===== config.mk =====
export PLATFORM = sky130hd
export DESIGN_NAME = lat_wb_sched
export DESIGN_NICKNAME = d
export VERILOG_FILES = /design/src/rtl/wbs_pkg.sv /design/src/rtl/wbs_lat_lut.sv /design/src/rtl/wbs_ring.sv /design/src/rtl/wbs_sat_cnt.sv /design/src/rtl/lat_wb_sched.sv
export SDC_FILE = /design/constraint.sdc
export NUM_CORES = 1
export LEC_CHECK = 0
export BUFFER_PORTS_ARGS = -buffer_cell sky130_fd_sc_hd__buf_2
export CAP_MARGIN = 20
export CELL_PAD_IN_SITES_DETAIL_PLACEMENT = 0
export CELL_PAD_IN_SITES_GLOBAL_PLACEMENT = 2
export CORE_AREA = 4 4 179 181
export DETAILED_ROUTE_END_ITERATION = 7
export DIE_AREA = 0 0 183 185
export PLACE_DENSITY = 0.82
export SETUP_SLACK_MARGIN = 0.15
export SKIP_CTS_REPAIR_TIMING = 1
export SYNTH_ARGS = -nofsm -noshare
export SYNTH_HDL_FRONTEND = slang
export SYNTH_SLANG_ARGS = --single-unit

===== constraint.sdc =====
create_clock -name clk_i -period 4.41 [get_ports clk_i]
set_input_delay 0.6615 -clock clk_i [delete_from_list [all_inputs] [get_ports clk_i]]
set_output_delay 0.6615 -clock clk_i [all_outputs]
set_load 0.005 [all_outputs]

===== src/rtl/wbs_pkg.sv =====
package wbs_pkg;
  typedef enum logic [3:0] {
    OP_NOP    = 4'd0,
    OP_ADD    = 4'd1,
    OP_SUB    = 4'd2,
    OP_MUL    = 4'd3,
    OP_ABS    = 4'd4,
    OP_FTOI   = 4'd5,
    OP_ITOF   = 4'd6,
    OP_VOUT   = 4'd7,
    OP_SINE   = 4'd8,
    OP_COSINE = 4'd9
  } op_e;

  localparam int LAT_ADDSUB = 5;
  localparam int LAT_MUL    = 7;
  localparam int LAT_ITOF   = 3;
  localparam int LAT_TRIG   = 4;
  localparam int LAT_SHORT  = 2;
  localparam int MAX_LAT    = 7;
endpackage


===== src/rtl/wbs_lat_lut.sv =====
module wbs_lat_lut
  import wbs_pkg::*;
#(
  parameter int OP_W  = 4,
  parameter int LAT_W = 3
) (
  input  logic [OP_W-1:0]  op_i,
  output logic [LAT_W-1:0] lat_o,
  output logic             ins_o,
  output logic             adv_o
);
  always_comb begin
    ins_o = 1'b1;
    adv_o = 1'b1;
    unique case (op_i)
      OP_NOP:          begin lat_o = '0; ins_o = 1'b0; end
      OP_VOUT:         begin lat_o = '0; ins_o = 1'b0; adv_o = 1'b0; end
      OP_ADD, OP_SUB:  lat_o = LAT_W'(LAT_ADDSUB);
      OP_MUL:          lat_o = LAT_W'(LAT_MUL);
      OP_ITOF:         lat_o = LAT_W'(LAT_ITOF);
      OP_SINE,
      OP_COSINE:       lat_o = LAT_W'(LAT_TRIG);
      default:         lat_o = LAT_W'(LAT_SHORT);
    endcase
  end
endmodule


===== src/rtl/wbs_ring.sv =====
module wbs_ring #(
  parameter int DEPTH  = 7,
  parameter int DATA_W = 32,
  parameter int LAT_W  = 3,
  localparam int PTR_W = $clog2(DEPTH),
  localparam int SUM_W = $clog2(2 * DEPTH + 1)
) (
  input  logic              clk_i,
  input  logic              rst_ni,
  input  logic              adv_i,
  input  logic              ins_i,
  input  logic [LAT_W-1:0]  lat_i,
  input  logic [DATA_W-1:0] data_i,
  output logic [DATA_W-1:0] head_data_o,
  output logic              coll_o
);
  logic [PTR_W-1:0]  head_q;
  logic [PTR_W-1:0]  tgt;
  logic [SUM_W-1:0]  sum;
  logic [DATA_W-1:0] slot_q [DEPTH];
  logic [DEPTH-1:0]  vld_q;

  // tgt = (head + 1 + lat - 1) mod DEPTH, relative to the pre-advance head
  assign sum = SUM_W'(head_q) + SUM_W'(lat_i);
  assign tgt = (sum >= SUM_W'(DEPTH)) ? PTR_W'(sum - SUM_W'(DEPTH)) : PTR_W'(sum);

  assign head_data_o = slot_q[head_q];
  // the head slot is cleared this cycle, so a landing there is no collision
  assign coll_o = adv_i & ins_i & vld_q[tgt] & (tgt != head_q);

  always_ff @(posedge clk_i or negedge rst_ni) begin
    if (!rst_ni) begin
      head_q <= '0;
      vld_q  <= '0;
      for (int i = 0; i < DEPTH; i++) slot_q[i] <= '0;
    end else if (adv_i) begin
      for (int i = 0; i < DEPTH; i++) begin
        if (ins_i && PTR_W'(i) == tgt) begin
          slot_q[i] <= data_i;
          vld_q[i]  <= 1'b1;
        end else if (PTR_W'(i) == head_q) begin
          slot_q[i] <= '0;
          vld_q[i]  <= 1'b0;
        end
      end
      head_q <= (head_q == PTR_W'(DEPTH - 1)) ? '0 : head_q + PTR_W'(1);
    end
  end
endmodule


===== src/rtl/wbs_sat_cnt.sv =====
module wbs_sat_cnt #(
  parameter int CNT_W = 16
) (
  input  logic             clk_i,
  input  logic             rst_ni,
  input  logic             inc_i,
  output logic [CNT_W-1:0] cnt_o
);
  always_ff @(posedge clk_i or negedge rst_ni) begin
    if (!rst_ni)                   cnt_o <= '0;
    else if (inc_i && cnt_o != '1) cnt_o <= cnt_o + CNT_W'(1);
  end
endmodule


===== src/rtl/lat_wb_sched.sv =====
module lat_wb_sched #(
  parameter int DATA_W = 32,
  parameter int REG_AW = 7,
  parameter int OP_W   = 4,
  parameter int DEPTH  = wbs_pkg::MAX_LAT,
  parameter int CNT_W  = 16,
  localparam int LAT_W = $clog2(DEPTH + 1)
) (
  input  logic              clk_i,
  input  logic              rst_ni,
  input  logic              issue_i,
  input  logic [OP_W-1:0]   opcode_i,
  input  logic [REG_AW-1:0] dest_i,
  input  logic [DATA_W-1:0] result_i,
  output logic              wr_en_o,
  output logic [REG_AW-1:0] wr_addr_o,
  output logic [DATA_W-1:0] wr_data_o,
  output logic              step_o,
  output logic [CNT_W-1:0]  coll_cnt_o
);
  logic [LAT_W-1:0] lat;
  logic             op_ins;
  logic             op_adv;
  logic             adv;
  logic             coll;

  wbs_lat_lut #(.OP_W(OP_W), .LAT_W(LAT_W)) u_lut (
    .op_i  (opcode_i),
    .lat_o (lat),
    .ins_o (op_ins),
    .adv_o (op_adv)
  );

  assign adv = issue_i & op_adv;

  wbs_ring #(.DEPTH(DEPTH), .DATA_W(DATA_W), .LAT_W(LAT_W)) u_ring (
    .clk_i       (clk_i),
    .rst_ni      (rst_ni),
    .adv_i       (adv),
    .ins_i       (op_ins),
    .lat_i       (lat),
    .data_i      (result_i),
    .head_data_o (wr_data_o),
    .coll_o      (coll)
  );

  wbs_sat_cnt #(.CNT_W(CNT_W)) u_cnt (
    .clk_i  (clk_i),
    .rst_ni (rst_ni),
    .inc_i  (coll),
    .cnt_o  (coll_cnt_o)
  );

  assign wr_en_o   = adv & (|dest_i);
  assign wr_addr_o = dest_i;
  assign step_o    = adv;
endmodule


==> results of run 1 <==
[cells by family (layout without fill, tap and decap cells)]
logic type	Yosys count	after routing	synth area share, %
AND/OR/NAND/NOR	352	352	12.2
AO/OA/AOI/OAI	327	327	18.8
flip-flops	250	250	53.3
buffers and inverters	104	189	3.81
multiplexers	73	73	9.70
XOR/XNOR	18	18	1.41
adder cells (fa/ha/maj)	7	7	0.810
[cells in the final DEF, fill, tap and decap left out, types with 15 or more instances in the layout]
| cell | count |
|---|---|
| nand3_1 | 17 |
| buf_4 | 26 |
| nand2_1 | 249 |
| nor2_1 | 48 |
| mux2i_1 | 35 |
| xnor2_1 | 15 |
| a22o_1 | 128 |
| a21oi_1 | 38 |
| dfrtp_1 | 248 |
| buf_2 | 101 |
| clkbuf_16 | 29 |
| o21ai_0 | 133 |
| mux4_2 | 32 |
[path summary, 6_finish.rpt]
kind | start | end | slack, ps
worst max-delay path | opcode_i[1] | u_cnt.cnt_o[1]$_DFFE_PN0P_ | 670
worst min-delay path | rst_ni | u_cnt.cnt_o[6]$_DFFE_PN0P_ | 130
worst max register to register | u_ring.head_q[0]$_DFFE_PN0P_ | u_cnt.cnt_o[1]$_DFFE_PN0P_ | 760
worst min register to register | u_cnt.cnt_o[9]$_DFFE_PN0P_ | u_cnt.cnt_o[9]$_DFFE_PN0P_ | 480
max in group asynchronous | rst_ni | u_ring.slot_q[190]$_DFFE_PN0P_ | 3130
min in group clk_i | result_i[20] | u_ring.slot_q[84]$_DFFE_PN0P_ | 430
[per-stage QoR]
step                setup slack, ps  hold slack, ps  std cells
global placement                229             477       1561
CTS                             646             145       1612
detailed placement             86.4             477       1561
finish                          674             126       1612
global route                    410             171       1612
floorplan                       622             366       1131
[flip-flops by register name, indices dropped and copies added, names as in the netlist]
signal	cells
u_ring.slot_q	224
u_ring.vld_q	7
u_cnt.cnt_o	16
u_ring.head_q	3
[critical path, cell delays in order]
cell	delay, ps
buf_2	130
nor2_1	50
a211oi_1	270
ha_1	240
fa_1	470
ha_1	320
a221oi_4	510
mux2i_1	270
xnor2_1	140
o32a_1	170
and4_1	530
mux2_2	390
[routing by layer]
metal / vias up / track usage (%) / routed length [µm]
li1: 4143 / - / -
met1: 4438 / 29.1 / 15900
met2: 186 / 30.6 / 15000
met3: 42 / 2.91 / 1330
met4: 2 / 3.22 / 517
met5: - / 0 / 20
[power by group through the flow]
stage	Clock [mW]	Sequential (mW)	Combinational, mW
2_1_floorplan	0	3.55	3.04
3_3_place_gp	0	3.69	4.32
3_5_place_dp	0	3.70	4.39
4_1_cts	2.49	3.67	4.41
5_1_grt	2.57	3.78	4.83
6_report	2.43	3.68	4.35
[layout make-up]
| cell class | count | area (µm²) |
|---|---|---|
| inverter | 4 | 15.0 |
| sequential | 250 | 6260 |
| timing repair buffer | 134 | 836 |
| clock buffer | 40 | 827 |
| fill | 2851 | 16700 |
| tap | 396 | 495 |
| clock inverter | 11 | 141 |
| multi-input combinational | 777 | 5110 |
==> flow_summary_export.csv, run 1 <==
group,metric,value,unit
worst_setup_path,cp_max_fo,14,
clock_tree,root_buffer,"clkbuf_16",
grt,overflow,0,
die,die_y,185,µm
logic_synthesis,synth_edf_count,0,
detailed_routing,drt_iter0_markers,589,
placed_design,io_buffers,102,
cells_and_area,areaGrowthSynthToFinish,16.6,%
power_and_ir_drop,netSwitchingFraction,37.4,%
logic_synthesis,avgSynthCellArea,10.4,µm²
clock_tree,clk_latency,540,ps
detailed_routing,wirelength,32800,µm
power_and_ir_drop,total_power,10.5,mW
die,die-area,33900,µm²
logic_synthesis,yosys_warnings,0,
logic_synthesis,synth.area.top_cells,"dfrtp_1, a22o_1, nand2_1",
worst_setup_path,r2r.worst_path.cells,9,
cells_and_area,stdcell_area,13700,µm²
grt,antenna_found_initial,1,
logic_synthesis,synthesis.area,11700,µm²
power_and_ir_drop,p_comb_share,41.6,%
logic_synthesis,synth_top_area_cell,"dfrtp_1",
placed_design,dpl.hpwl,19000,µm
logic_synthesis,synth_top_area_share,53.3,%
logic_synthesis,yosys_register_bits,250,
detailed_routing,drt_pre_antenna_iters,5,
placed_design,place_area,12700,µm²
timing,maxSlewViolCount,0,
die,initial_core_util,38.6,%
timing,clock.fmax,268,MHz
timing,min_period_over_period,84.7,%
cells_and_area,num_antenna_cells,0,
logic_synthesis,seq_area_frac_synth,53.3,%
timing,finalHoldViolations,0,
worst_setup_path,critPathLaunchType,"input pin",
power_and_ir_drop,power.density,764,nW/µm²
logic_synthesis,async_flop_share,100,%
hold_path,hold_class,"input pin to asynchronous set/reset pin",
clock_tree,clk_pin_slew,60,ps
placed_design,gp_congestion,0.775,
worst_setup_path,cp.arrival,4150,ps
timing,period_minus_slack,3740,ps
detailed_routing,routedWlPerCell,20.3,µm
detailed_routing,dr_total_vias,8811,
logic_synthesis,ys_types,47,
logic_synthesis,yosysMostFrequentCell,"dfrtp_1",
clock_tree,cts_htree_levels,1,
detailed_routing,drcViolationCount,0,
grt,grt_pass1_vias,9061,
cells_and_area,fin_nets,1248,
worst_setup_path,end_kind,"flop",
grt,grt_max_degree,105,
power_and_ir_drop,power_frac_clock,23.2,%
timing,slew_headroom,51.4,%
clock_tree,cts.sink_count,250,
logic_synthesis,synthCells,1131,
flow_run,cap_violations,0,
logic_synthesis,syn-num-nets,1184,
power_and_ir_drop,netSwitchingPower,3.91,mW
power_and_ir_drop,leakage,6.28,nW
timing,worst_pin_slew,728,ps
power_and_ir_drop,ir_drop,0.000463,V
detailed_routing,postRouteAntennaNets,0,
timing,clock_skew,14.3,ps
logic_synthesis,post_synth_most_frequent_cells,"dfrtp_1, nand2_1, o21ai_0, a22o_1, clkbuf_1",
die,coreArea,30400,µm²
timing,rsz0062_at_grt,"no",
clock_tree,cts_max_path_buffers,3,
worst_setup_path,required,4830,ps
die,pin_count,103,
worst_setup_path,path_class,"input pin to flop",
timing,setup_viol,0,
power_and_ir_drop,power_frac_seq,35.2,%
timing,fin_setup_tns,0,ps
grt,grt_pass1_wl,52900,µm
die,dieWidth,183,µm
cells_and_area,drive_gt1_share,19.4,%
clock_tree,cts_tree,"yes",
cells_and_area,fin_util,45.0,%
detailed_routing,vias_per_cell,5.47,
clock_tree,numCtsBuffers,28,
grt,track_usage,19.4,%
die,rows,64,
power_and_ir_drop,power.internal,6.55,mW
logic_synthesis,synth_flop_cell,"dfrtp_1",
status,outcome,"complete, no violations",
Note: power is estimated with default switching activity, not from simulation.
==> run 2: changes to the inputs <==
Settings changed: ABC_AREA set to 1, CORE_AREA 4 4 179 181 to 4 4 190 192, DIE_AREA 0 0 183 185 to 0 0 194 196, PLACE_DENSITY 0.82 to 0.79.
Clock period 4.41 ns to 3.3 ns, I/O delays scaled along.
==> flow_summary_export.csv, run 2 <==
group,metric,value,unit
logic_synthesis,yosysMostFrequentCell,"o22ai_1",
timing,min_period_over_period,90.3,%
cells_and_area,registers.top_by_ff_count,"u_ring.slot_q",
cells_and_area,final_cells,1888,
grt,antenna_found_initial,0,
timing,clock_skew,13.2,ps
worst_setup_path,r2r.worst_path.cells,13,
power_and_ir_drop,power.density,1000,nW/µm²
clock_tree,cts.sink_count,250,
detailed_routing,drcViolationCount,0,
grt,grt_pass1_wl,59000,µm
detailed_routing,dr_total_vias,9884,
die,coreArea,34400,µm²
hold_path,hold_class,"input pin to flop",
worst_setup_path,crit_family,"buffers and inverters",
timing,clock.fmax,336,MHz
placed_design,gp_congestion,0.800,
timing,setup_viol,0,
status,outcome,"complete, no violations",
timing,worst_pin_slew,518,ps
worst_setup_path,path_class,"flop to output pin",
power_and_ir_drop,total_power,14.2,mW
worst_setup_path,rrSetupSlack,360,ps
detailed_routing,vias_per_cell,5.24,
logic_synthesis,synth_flop_cell,"dfrtp_1",
cells_and_area,layout_common_cells,"o22ai_1, inv_1, dfrtp_1",
logic_synthesis,synth_top_area_cell,"dfrtp_1",
logic_synthesis,syn-num-nets,1330,
detailed_routing,routedWlPerCell,19.5,µm
logic_synthesis,muxShareOfSynthArea,0,%
placed_design,place_area,13000,µm²
worst_setup_path,path_buf_inv,5,
worst_setup_path,critPathSlowestCell,"dfrtp_1",
timing,maxSlewViolCount,0,
detailed_routing,drt_iter0_markers,787,
clock_tree,root_buffer,"clkbuf_16",
logic_synthesis,seq_area_frac_synth,54.2,%
worst_setup_path,max_stage_delay,480,ps
logic_synthesis,yosys_register_bits,250,
worst_setup_path,required,2800,ps
timing,hold_slack,300,ps
worst_setup_path,crit_chain,"inv_1, buf_4, nor2_2, buf_4, inv_1, o22ai_1, a21oi_1, nand2_1, buf_2",
timing,rsz0062_at_grt,"yes",
logic_synthesis,synthesis.area,11500,µm²
die,pin_count,103,
logic_synthesis,synth_xor_area_share,1.06,%
timing,fin_setup_tns,0,ps
worst_setup_path,r2r-start,"u_ring.head_q[0]$_DFFE_PN0P_",
logic_synthesis,ys_types,40,
die,initial_core_util,33.6,%
worst_setup_path,end_kind,"output pin",
die,die-area,38000,µm²
worst_setup_path,regToRegEndpoint,"u_ring.slot_q[26]$_DFFE_PN0P_",
cells_and_area,final_common_cell,"o22ai_1",
logic_synthesis,synth_top_family_by_area,"compound AO/OA/AOI/OAI gates",
power_and_ir_drop,ir_drop,0.000483,V
logic_synthesis,post_synth_most_frequent_cells,"o22ai_1, inv_1, dfrtp_1, nand2_1, o21ai_0",
timing,layout_setup_ws,322,ps
logic_synthesis,synth-compound-area-share,21.1,%
die,die_y,196,µm
clock_tree,cts_max_path_buffers,3,
cells_and_area,largest_register_ffs,224,
die,dieWidth,194,µm
logic_synthesis,async_flop_share,100,%
clock_tree,clk_pin_slew,60,ps
clock_tree,cts_htree_levels,1,
grt,track_usage,19.2,%
placed_design,io_buffers,102,
detailed_routing,drt_pre_antenna_iters,5,
logic_synthesis,synthCells,1277,
grt,grt_pass1_vias,10039,
cells_and_area,fin_util,41.1,%
clock_tree,cts_tree,"yes",
cells_and_area,n_fill_cell,3491,
logic_synthesis,yosys.area_share.simple,10.2,%
cells_and_area,areaGrowthSynthToFinish,22.4,%
worst_setup_path,crit_start,"u_ring.head_q[2]$_DFFE_PN0P_",
clock_tree,clk_latency,550,ps
logic_synthesis,synth_top_area_share,54.2,%
clock_tree,numCtsBuffers,29,
placed_design,dp_slack,-186,ps
detailed_routing,wirelength,36800,µm
logic_synthesis,synth.area.top_cells,"dfrtp_1, o22ai_1, inv_1",
placed_design,dpl.hpwl,23700,µm
detailed_routing,postRouteAntennaNets,0,
cells_and_area,stdcell_area,14100,µm²
logic_synthesis,avgSynthCellArea,9.03,µm²
worst_setup_path,cp.arrival,2480,ps
flow_run,cap_violations,0,
worst_setup_path,critPathLaunchType,"flop",
worst_setup_path,cp-endpoint,"wr_data_o[19]",
worst_setup_path,path_depth,9,
logic_synthesis,synth_edf_count,0,
timing,finalHoldViolations,0,
placed_design,place_inst,1830,
grt,grt_max_degree,87,
die,rows,68,
power_and_ir_drop,leakage,6.79,nW
timing,period_minus_slack,2980,ps
cells_and_area,drive_gt1_share,18.9,%
grt,overflow,0,
timing,slew_headroom,65.5,%
worst_setup_path,cp_max_fo,17,
logic_synthesis,synthAdderAreaFrac,0.824,%
cells_and_area,reg.largest.list,"u_ring.slot_q: 224 flops, u_cnt.cnt_o: 16 flops, u_ring.vld_q: 7 flops",
logic_synthesis,yosys_warnings,0,
cells_and_area,fin_nets,1462,
[run 2: report_power, final]
group          leakage, nW  switching [mW]  internal [mW]
logic                 3.03            3.89           2.34
registers             3.26           0.415           4.15
clock network        0.502            1.29           2.10
[run 2: how the worst min path moves through the flow]
stage	startpoint	end	slack (ps)	depth (start not counted)
finish	result_i[23]	u_ring.slot_q[23]$_DFFE_PN0P_	300	3
global route	result_i[26]	u_ring.slot_q[26]$_DFFE_PN0P_	320	3
CTS	rst_ni	u_ring.slot_q[18]$_DFFE_PN0P_	-120	1
detailed placement	rst_ni	u_ring.slot_q[18]$_DFFE_PN0P_	470	1
global placement	rst_ni	u_ring.slot_q[50]$_DFFE_PN0P_	460	1
floorplan	rst_ni	u_cnt.cnt_o[0]$_DFFE_PN0P_	200	0
[run 2: cell families after synthesis]
kind of cell	after synthesis
compound gates	395
buf+inv	359
simple gates	252
flops	250
xor+xnor	14
fa+ha+maj	7
[run 2: per-layer routing]
layer | wire [µm] | track usage (%)
met2 | 16900 | 30.5
met4 | 768 | 5.10
met3 | 2000 | 3.50
met5 | 0 | 0
met1 | 17100 | 27.4
[run 2: area by class of cell]
class | count | area [µm²] | share of cell area [%]
well taps | 455 | 569 | 4.03
inverters | 281 | 1060 | 7.53
diodes | 1 | 2.50 | 0.0177
clock inverters | 12 | 169 | 1.20
flip-flops and latches | 250 | 6260 | 44.3
multi-input cells | 668 | 3870 | 27.4
clock buffers | 42 | 855 | 6.05
repair buffers | 179 | 1340 | 9.47
[run 2: worst reg2reg max path, cell delays in order (launching register included)]
cell	delay, ps
dfrtp_1	490
ha_1	300
fa_1	520
ha_1	190
nand3_2	140
nand2_2	140
nand2_1	120
nand2_4	140
inv_2	60
nor3_2	190
nand2_2	130
buf_4	250
nand3_1	110
o21ai_1	60
==> run 3: changes to the inputs <==
Settings changed: CORE_AREA 4 4 190 192 to 4 4 218 167, DIE_AREA 0 0 194 196 to 0 0 222 171.
==> flow_summary_export.csv, run 3 (synthesis results as in run 2) <==
group,metric,value,unit
timing,rsz0062_at_grt,"no",
die,die-area,38000,µm²
power_and_ir_drop,p_comb_share,45.9,%
cells_and_area,fin_util,41.0,%
worst_setup_path,r2r.worst_path.cells,12,
cells_and_area,areaGrowthSynthToFinish,21.7,%
detailed_routing,drt_pre_antenna_iters,5,
cells_and_area,largest_register_ffs,224,
grt,grt_pass1_vias,9964,
cells_and_area,num_antenna_cells,0,
power_and_ir_drop,power.density,996,nW/µm²
worst_setup_path,rrSetupSlack,420,ps
detailed_routing,routedWlPerCell,19.7,µm
die,initial_core_util,33.7,%
worst_setup_path,path_class,"flop to output pin",
worst_setup_path,regToRegEndpoint,"u_ring.slot_q[16]$_DFFE_PN0P_",
power_and_ir_drop,netSwitchingPower,5.66,mW
cells_and_area,n_fill_cell,3464,
worst_setup_path,cp.arrival,2560,ps
timing,finalHoldViolations,0,
clock_tree,cts_max_path_buffers,3,
cells_and_area,registers.top_by_ff_count,"u_ring.slot_q",
placed_design,dpl.hpwl,24800,µm
placed_design,place_area,13100,µm²
detailed_routing,drt_iter0_markers,737,
worst_setup_path,r2r-start,"u_ring.head_q[1]$_DFFE_PN0P_",
timing,clock.fmax,327,MHz
cells_and_area,layout_common_cells,"o22ai_1, inv_1, dfrtp_1",
timing,period_minus_slack,3060,ps
cells_and_area,final_common_cell,"o22ai_1",
die,dieWidth,222,µm
detailed_routing,drcViolationCount,0,
placed_design,gp_congestion,0.825,
timing,clock_skew,15.1,ps
grt,grt_pass1_wl,59100,µm
timing,min_period_over_period,92.6,%
timing,slew_headroom,54.3,%
clock_tree,numCtsBuffers,27,
timing,worst_pin_slew,685,ps
cells_and_area,final-seq-area,6260,µm²
cells_and_area,multiInputGateArea,3870,µm²
worst_setup_path,cp_max_fo,17,
grt,grt_max_degree,81,
die,coreArea,34300,µm²
worst_setup_path,crit_start,"u_ring.head_q[1]$_DFFE_PN0P_",
power_and_ir_drop,leakage,6.76,nW
cells_and_area,final_cells,1894,
detailed_routing,dr_total_vias,9879,
worst_setup_path,required,2800,ps
worst_setup_path,end_kind,"output pin",
status,outcome,"complete, no violations",
cells_and_area,fin_nets,1471,
clock_tree,cts_tree,"yes",
clock_tree,clk_latency,550,ps
clock_tree,clk_pin_slew,60,ps
power_and_ir_drop,power_frac_seq,32.6,%
cells_and_area,stdcell_area,14000,µm²
detailed_routing,wirelength,37400,µm
die,die_y,171,µm
grt,track_usage,19.5,%
cells_and_area,drive_gt1_share,19.3,%
power_and_ir_drop,power_frac_clock,21.5,%
grt,antenna_found_initial,0,
clock_tree,cts_htree_levels,1,
clock_tree,cts.sink_count,250,
placed_design,place_inst,1841,
die,pin_count,103,
placed_design,io_buffers,102,
hold_path,hold_class,"input pin to flop",
timing,maxSlewViolCount,0,
timing,fin_setup_tns,0,ps
cells_and_area,reg.largest.list,"u_ring.slot_q: 224 flops, u_cnt.cnt_o: 16 flops, u_ring.vld_q: 7 flops",
power_and_ir_drop,total_power,14.0,mW
timing,setup_viol,0,
power_and_ir_drop,ir_drop,0.000559,V
flow_run,cap_violations,0,
detailed_routing,postRouteAntennaNets,0,
clock_tree,root_buffer,"clkbuf_16",
power_and_ir_drop,power.internal,8.33,mW
worst_setup_path,cp-endpoint,"wr_data_o[22]",
detailed_routing,vias_per_cell,5.22,
grt,overflow,0,
worst_setup_path,critPathLaunchType,"flop",
die,rows,59,
power_and_ir_drop,netSwitchingFraction,40.5,%
[run 3: power by group through the flow]
stage / sequential (mW) / clock [mW] / combinational, mW
6_report: 4.57 / 3.00 / 6.42
5_1_grt: 4.66 / 3.20 / 7.07
4_1_cts: 4.56 / 3.08 / 6.36
3_5_place_dp: 4.61 / 0 / 6.32
3_3_place_gp: 4.58 / 0 / 6.25
2_1_floorplan: 4.50 / 0 / 3.74
[run 3: per-stage QoR]
| stage | hold WS, ps | worst slack (ps) |
|---|---|---|
| final | 311 | 244 |
| after floorplan | 199 | 245 |
| after detailed placement | 500 | -229 |
| after global placement | 495 | -93.3 |
| after global routing | 332 | 148 |
| after CTS | -33.9 | -6.35 |
[run 3: area by class of cell]
| type | count | area share, % |
|---|---|---|
| inverters | 281 | 7.60 |
| repair buffers | 190 | 9.94 |
| multi-input cells | 668 | 27.6 |
| clock inverters | 11 | 0.651 |
| flip-flops and latches | 250 | 44.6 |
| well taps | 457 | 4.07 |
| clock buffers | 37 | 5.58 |
[run 3: worst min-delay path by stage]
stage                                         startpoint                              to  slack, ps  depth (start not counted)
after floorplan                                   rst_ni      u_cnt.cnt_o[0]$_DFFE_PN0P_        200                          0
after global placement    u_ring.slot_q[125]$_DFFE_PN0P_  u_ring.slot_q[125]$_DFFE_PN0P_        490                          2
after detailed placement  u_ring.slot_q[105]$_DFFE_PN0P_  u_ring.slot_q[105]$_DFFE_PN0P_        500                          2
after CTS                                         rst_ni      u_cnt.cnt_o[7]$_DFFE_PN0P_        -30                          1
after global routing                        result_i[27]   u_ring.slot_q[27]$_DFFE_PN0P_        330                          3
final                                       result_i[27]   u_ring.slot_q[27]$_DFFE_PN0P_        310                          3
[run 3: worst max-delay path: stages, from the launching register on]
cell     delay [ps]
dfrtp_1         590
nor2_2          100
inv_2           410
buf_4           280
o22ai_1          90
o21ai_0         290
nand2_1         100
buf_2           130
[run 3: metal layers]
layer	vias to the layer above	track usage [%]	part of all wire (%)
met4	0	5.01	2.4
met3	57	3.14	5.1
met2	268	29.9	43
met5	-	0	0
li1	4649	-	-
met1	4905	29.0	49
